<file path="src/rtl/irq_pkg.sv">
package irq_pkg;
  // strobes from control to datapath
  typedef struct packed {
    logic ackTake;
    logic eoiTake;
  } ctrlStrobe_t;
endpackage

</file>
<file path="src/rtl/irq_prio_enc.sv">
module irq_prio_enc #(
  parameter int N  = 8,
  parameter int IW = $clog2(N)
) (
  input  logic [N-1:0]  reqVec,
  output logic          valid,
  output logic [IW-1:0] idx
);
  // lowest set index wins
  always_comb begin
    idx = '0;
    for (int i = N - 1; i >= 0; i--) begin
      if (reqVec[i]) idx = IW'(i);
    end
    valid = |reqVec;
  end
endmodule

</file>
<file path="src/rtl/irq_datapath.sv">
module irq_datapath
  import irq_pkg::*;
#(
  parameter int N  = 8,
  parameter int IW = $clog2(N),
  parameter int VW = 8,
  localparam int BW = VW - IW
) (
  input  logic          clk,
  input  logic          rstN,
  input  logic [N-1:0]  irqLines,
  input  logic          maskWe,
  input  logic [N-1:0]  maskData,
  input  logic          baseWe,
  input  logic [BW-1:0] baseData,
  input  ctrlStrobe_t   strobe,
  output logic          winValid,
  output logic [IW-1:0] winIdx,
  output logic          isrValid,
  output logic [IW-1:0] isrIdx,
  output logic [VW-1:0] vecData,
  output logic          vecOe
);
  logic [N-1:0]  irqPrev, pendReg, maskReg, isrReg;
  logic [BW-1:0] baseReg;
  logic [N-1:0]  riseVec, eligVec, ackClr, eoiClr;

  assign riseVec = irqLines & ~irqPrev;
  assign eligVec = pendReg & ~maskReg;

  irq_prio_enc #(.N(N), .IW(IW)) u_winEnc (
    .reqVec(eligVec), .valid(winValid), .idx(winIdx)
  );
  irq_prio_enc #(.N(N), .IW(IW)) u_isrEnc (
    .reqVec(isrReg), .valid(isrValid), .idx(isrIdx)
  );

  assign ackClr = strobe.ackTake ? (N'(1) << winIdx) : '0;
  assign eoiClr = (strobe.eoiTake && isrValid) ? (N'(1) << isrIdx) : '0;

  always_ff @(posedge clk) begin
    if (!rstN) begin
      irqPrev <= '0;
      pendReg <= '0;
      maskReg <= '1;
      isrReg  <= '0;
      baseReg <= '0;
    end else begin
      irqPrev <= irqLines;
      pendReg <= (pendReg & ~ackClr) | riseVec;
      isrReg  <= (isrReg & ~eoiClr) | ackClr;
      if (maskWe) maskReg <= maskData;
      if (baseWe) baseReg <= baseData;
    end
  end

  assign vecOe   = strobe.ackTake;
  assign vecData = strobe.ackTake ? {baseReg, winIdx} : '0;


  masked_win_chk: assert property (@(posedge clk) disable iff (!rstN)
    winValid |-> !maskReg[winIdx]);

  nest_order_chk: assert property (@(posedge clk) disable iff (!rstN)
    (strobe.ackTake && isrValid) |-> (winIdx < isrIdx));

  ack_isr_chk: assert property (@(posedge clk) disable iff (!rstN)
    strobe.ackTake |=> isrReg[$past(winIdx)]);

  eoi_one_chk: assert property (@(posedge clk) disable iff (!rstN)
    (strobe.eoiTake && isrValid && !strobe.ackTake) |=>
      ($countones(isrReg) == $countones($past(isrReg)) - 1));
endmodule

</file>
<file path="src/rtl/irq_control.sv">
module irq_control
  import irq_pkg::*;
#(
  parameter int N  = 8,
  parameter int IW = $clog2(N)
) (
  input  logic          winValid,
  input  logic [IW-1:0] winIdx,
  input  logic          isrValid,
  input  logic [IW-1:0] isrIdx,
  input  logic          intAck,
  input  logic          eoiStrobe,
  output logic          intReq,
  output ctrlStrobe_t   strobe
);
  // only strictly more urgent levels may nest
  assign intReq         = winValid && (!isrValid || (winIdx < isrIdx));
  assign strobe.ackTake = intAck && intReq;
  assign strobe.eoiTake = eoiStrobe;
endmodule

</file>
<file path="src/rtl/vec_irq_ctrl.sv">
module vec_irq_ctrl
  import irq_pkg::*;
#(
  parameter int N  = 8,
  parameter int VW = 8,
  localparam int IW = $clog2(N),
  localparam int BW = VW - IW
) (
  input  logic          clk,
  input  logic          rstN,
  input  logic [N-1:0]  irqLines,
  input  logic          maskWe,
  input  logic [N-1:0]  maskData,
  input  logic          baseWe,
  input  logic [BW-1:0] baseData,
  input  logic          intAck,
  input  logic          eoiStrobe,
  output logic          intReq,
  output logic [VW-1:0] vecData,
  output logic          vecOe
);
  ctrlStrobe_t   strobe;
  logic          winValid, isrValid;
  logic [IW-1:0] winIdx, isrIdx;

  irq_datapath #(.N(N), .IW(IW), .VW(VW)) u_dp (
    .clk(clk), .rstN(rstN), .irqLines(irqLines),
    .maskWe(maskWe), .maskData(maskData),
    .baseWe(baseWe), .baseData(baseData),
    .strobe(strobe),
    .winValid(winValid), .winIdx(winIdx),
    .isrValid(isrValid), .isrIdx(isrIdx),
    .vecData(vecData), .vecOe(vecOe)
  );

  irq_control #(.N(N), .IW(IW)) u_ctl (
    .winValid(winValid), .winIdx(winIdx),
    .isrValid(isrValid), .isrIdx(isrIdx),
    .intAck(intAck), .eoiStrobe(eoiStrobe),
    .intReq(intReq), .strobe(strobe)
  );


  vec_only_ack_chk: assert property (@(posedge clk) disable iff (!rstN)
    vecOe |-> (intAck && intReq));

  vec_idle_zero_chk: assert property (@(posedge clk) disable iff (!rstN)
    !vecOe |-> (vecData == '0));
endmodule

</file>
<file path="config.mk">
export PLATFORM = sky130hd
export DESIGN_NAME = vec_irq_ctrl
export DESIGN_NICKNAME = d
export VERILOG_FILES = /design/src/rtl/irq_pkg.sv /design/src/rtl/irq_prio_enc.sv /design/src/rtl/irq_datapath.sv /design/src/rtl/irq_control.sv /design/src/rtl/vec_irq_ctrl.sv
export SDC_FILE = /design/constraint.sdc
export NUM_CORES = 1
export LEC_CHECK = 0
export ABC_AREA = 1
export BUFFER_PORTS_ARGS = -buffer_cell sky130_fd_sc_hd__buf_2
export CAP_MARGIN = 5
export CORE_UTILIZATION = 40
export CTS_CLUSTER_SIZE = 30
export DETAILED_ROUTE_END_ITERATION = 10
export RECOVER_POWER = 100
export SLEW_MARGIN = 20
export SYNTH_ARGS = -nofsm -noshare
export SYNTH_HDL_FRONTEND = slang
export SYNTH_SLANG_ARGS = --single-unit
</file>
<file path="constraint.sdc">
create_clock -name clk -period 2.1 [get_ports clk]
set_input_delay 0.42 -clock clk [delete_from_list [all_inputs] [get_ports clk]]
set_output_delay 0.42 -clock clk [all_outputs]
set_load 0.005 [all_outputs]
</file>
==> run summary <==
Detailed Routing Iterations Pass 1 - 4
# nets final - 344
P per Cell Area - 822 mW/mm^2
Final Hold Viols - 0
Slew HR - 64.3%
reg-to-reg critical path startpoint - u_dp.isrReg[7]
DRT iter0 DRCs - 73
most common cell after layout, fill and taps aside - nand2_1
DP Wirelength - 3080 microns
H-tree lvl count - 2
fraction of layout cells with a size suffix above 1 - 34.2%
startpoint types - flop
final worst setup slack - -0.552 ns
combinational power share - 22.5%
Longest Clk Path Bufs - 2
worst hold slack - 0.311 ns
Multi-input gate area - 865 sq um
status - finished, violations left
Tcrit/Tclk final - 126%
DR WL/cell - 11.0 microns
Psw - 549 uW
synthesized flop and latch total - 37
row count - 23
Clock Skews - 0.00868 ns
ANT cells - 0
Syn Inst Count - 248
post-route ant nets - 0
YS warnings - 0
largest net degree at the start of global routing - 17
worst hold path class - primary input to flop
Final Setup Violations - 10
CP max FO - 5
leakage - 1.27 nW
Worst Path Required - 1.68 ns
routability cong. - 0.835
DR top layer - met4
Worst-path clk slew - 0.08 ns
cts bufs inserted - 5
Yosys cell types - 25
reg2reg path depth - 12
Setup WS pre-CTS - -0.289 ns
Syn Area/Cell - 7.17 sq um
Internal Power - 1.41 mW
first-pass GRT wire length - 6640 microns
M1 WL - 1910 microns
HP Start - irqLines[6]
Pins Over Slew Limit - 0
DR DRC count - 0
RSZ-0062 raised after global routing - true
Clock Power Share - 38.2%
Sw Share - 28.0%
Worst Tran Pin Value - 0.536 ns
vias in the first global route - 1552
Tmin final - 2.65 ns
placed cell areas - 0.00219 sq mm
Max IR drop VDD - 0.000497 V
Max Fclk - 377 MHz
routed wl met3 - 170 microns
CTS tree - built
initial antenna violation count - 0
Synth-to-Final Area Change - 34.1%
Syn Std Cell Area - 0.00178 sq mm
Syn Nets - 277
root buffer cell - clkbuf_8
Core Box Area - 0.00414 sq mm
initial core utilization - 42.9%
GR Util All Layers - 19.6%
grt ovf - 0
clock latency on the worst-skew pair - 0.29 ns
# fillers - 412
clk sinks - 37
I/O pins - 37
Crit. End Element - output port
Die Area - 0.00472 sq mm
via count - 1727
die width - 68.7 microns
sequential share of the synthesized area - 41.7%
Die H - 68.7 microns
Design Area, Final - 0.00238 sq mm
violated checks - negative setup slack
Flop pwr share - 39.3%
DR WL met2 - 1890 microns
Critical Path Source - u_dp.isrReg[7]
WL final - 4040 microns
sequential standard cell area - 744 sq um
cell depth of the worst hold path - 3
Max Cap Violations - 0
vias per cell - 4.72
Port Buffers - 36
Crit Path Category - flop to output port
most frequent cells in the layout - nand2_1, inv_1, buf_2, dfxtp_1, buf_4
CP arrival - 2.23 ns
Post-CTS Hold Fix Bufs - 0
-- final cells by class --
cell class / instances / share of cell area (%)
inverter: 47 / 7.71
clock buffer: 5 / 2.89
multi-input combinational: 160 / 36.3
sequential: 37 / 31.2
clock inverter: 3 / 2.89
timing repair buffer: 64 / 16.4
tap: 50 / 2.62
-- path summary, 6_finish.rpt --
| check | slack (ns) | end |
|---|---|---|
| worst max-delay path | -0.55 | vecData[2] |
| worst min-delay path | 0.31 | u_dp.irqPrev[6] |
| worst max register to register | 0.03 | u_dp.pendReg[1] |
| worst min register to register | 0.46 | u_dp.pendReg[0] |
-- power groups by stage --
stage          Sequential [mW]  Combinational, mW  Clock, mW
4_1_cts                  0.771              0.430      0.762
2_1_floorplan            0.781              0.263          0
3_3_place_gp             0.786              0.404          0
3_5_place_dp             0.787              0.411          0
5_1_grt                  0.775              0.493      0.786
6_report                 0.771              0.441      0.748
-- synthesized netlist by cell type --
library cell	number	share of area (%)
clkinv_1	1	0.21
ha_1	2	1.4
o21bai_1	1	0.42
nand4_1	9	3.2
or2_2	8	2.8
o21ai_2	2	0.99
nand2_8	1	1.1
o21ai_0	15	4.2
inv_4	1	0.35
a21oi_4	2	1.8
inv_1	44	9.3
a21oi_1	22	6.2
dfxtp_1	37	42
nand2_1	59	12
nor3_1	7	2.0
buf_6	1	0.63
nor2_2	8	2.8
nand2_2	4	1.4
nor2_1	10	2.1
nand2_4	2	1.3
nor4_1	1	0.35
nand3_1	2	0.56
clkbuf_1	4	0.84
o31ai_1	4	1.7
inv_2	1	0.21
-- logic make-up after synthesis --
family / count (synthesis) / share of synthesized area [%]
AOI/OAI and AO/OA: 46 / 15.3
adders and majority gates: 2 / 1.41
buffers and inverters: 52 / 11.5
DFF: 37 / 41.7
and+or+nand+nor: 111 / 30.0
-- critical path: stages (launching register included) --
cell     delay [ns]
dfxtp_2        0.33
buf_4          0.13
nor4_1         0.30
nor2_1         0.11
inv_1          0.08
ha_1           0.24
a21oi_1        0.17
nand2_2        0.09
nand2_4        0.07
nand2_4        0.06
inv_8          0.09
nand2_8        0.07
nor2_2         0.10
buf_2          0.12
-- what timing repair did --
item / 4_1_cts / 5_1_grt
gates resized for setup: 4 / 3
setup buffers: 4 / 2
cloned: 1 / 0
endpoints found under the setup margin: 14 / 26
pin swaps: 1 / 1
-- per-layer routing --
metal | vias up | track usage, %
met2 | 44 | 34.3
met1 | 758 | 22.2
li1 | 918 | -
met4 | 0 | 8.33
met5 | - | 0
met3 | 7 | 5.26
-- sequential cells by signal (all words and copies together) (netlist names) --
register	count
u_dp.pendReg	8
u_dp.irqPrev	8
u_dp.maskReg	8
u_dp.baseReg	5
u_dp.isrReg	8
-- metrics by stage --
step / power [mW] / util (%) / TNS (ns) / std cells
global placement: 1.19 / 52.8 / -1.84 / 353
finish: 1.96 / 57.5 / -5.10 / 366
CTS: 1.96 / 57.2 / -5.21 / 365
detailed placement: 1.20 / 52.8 / -2.53 / 353
floorplan: 1.04 / - / -0.628 / 248
global route: 2.05 / 57.5 / -8.12 / 366
(Power assumes the default switching activity.)
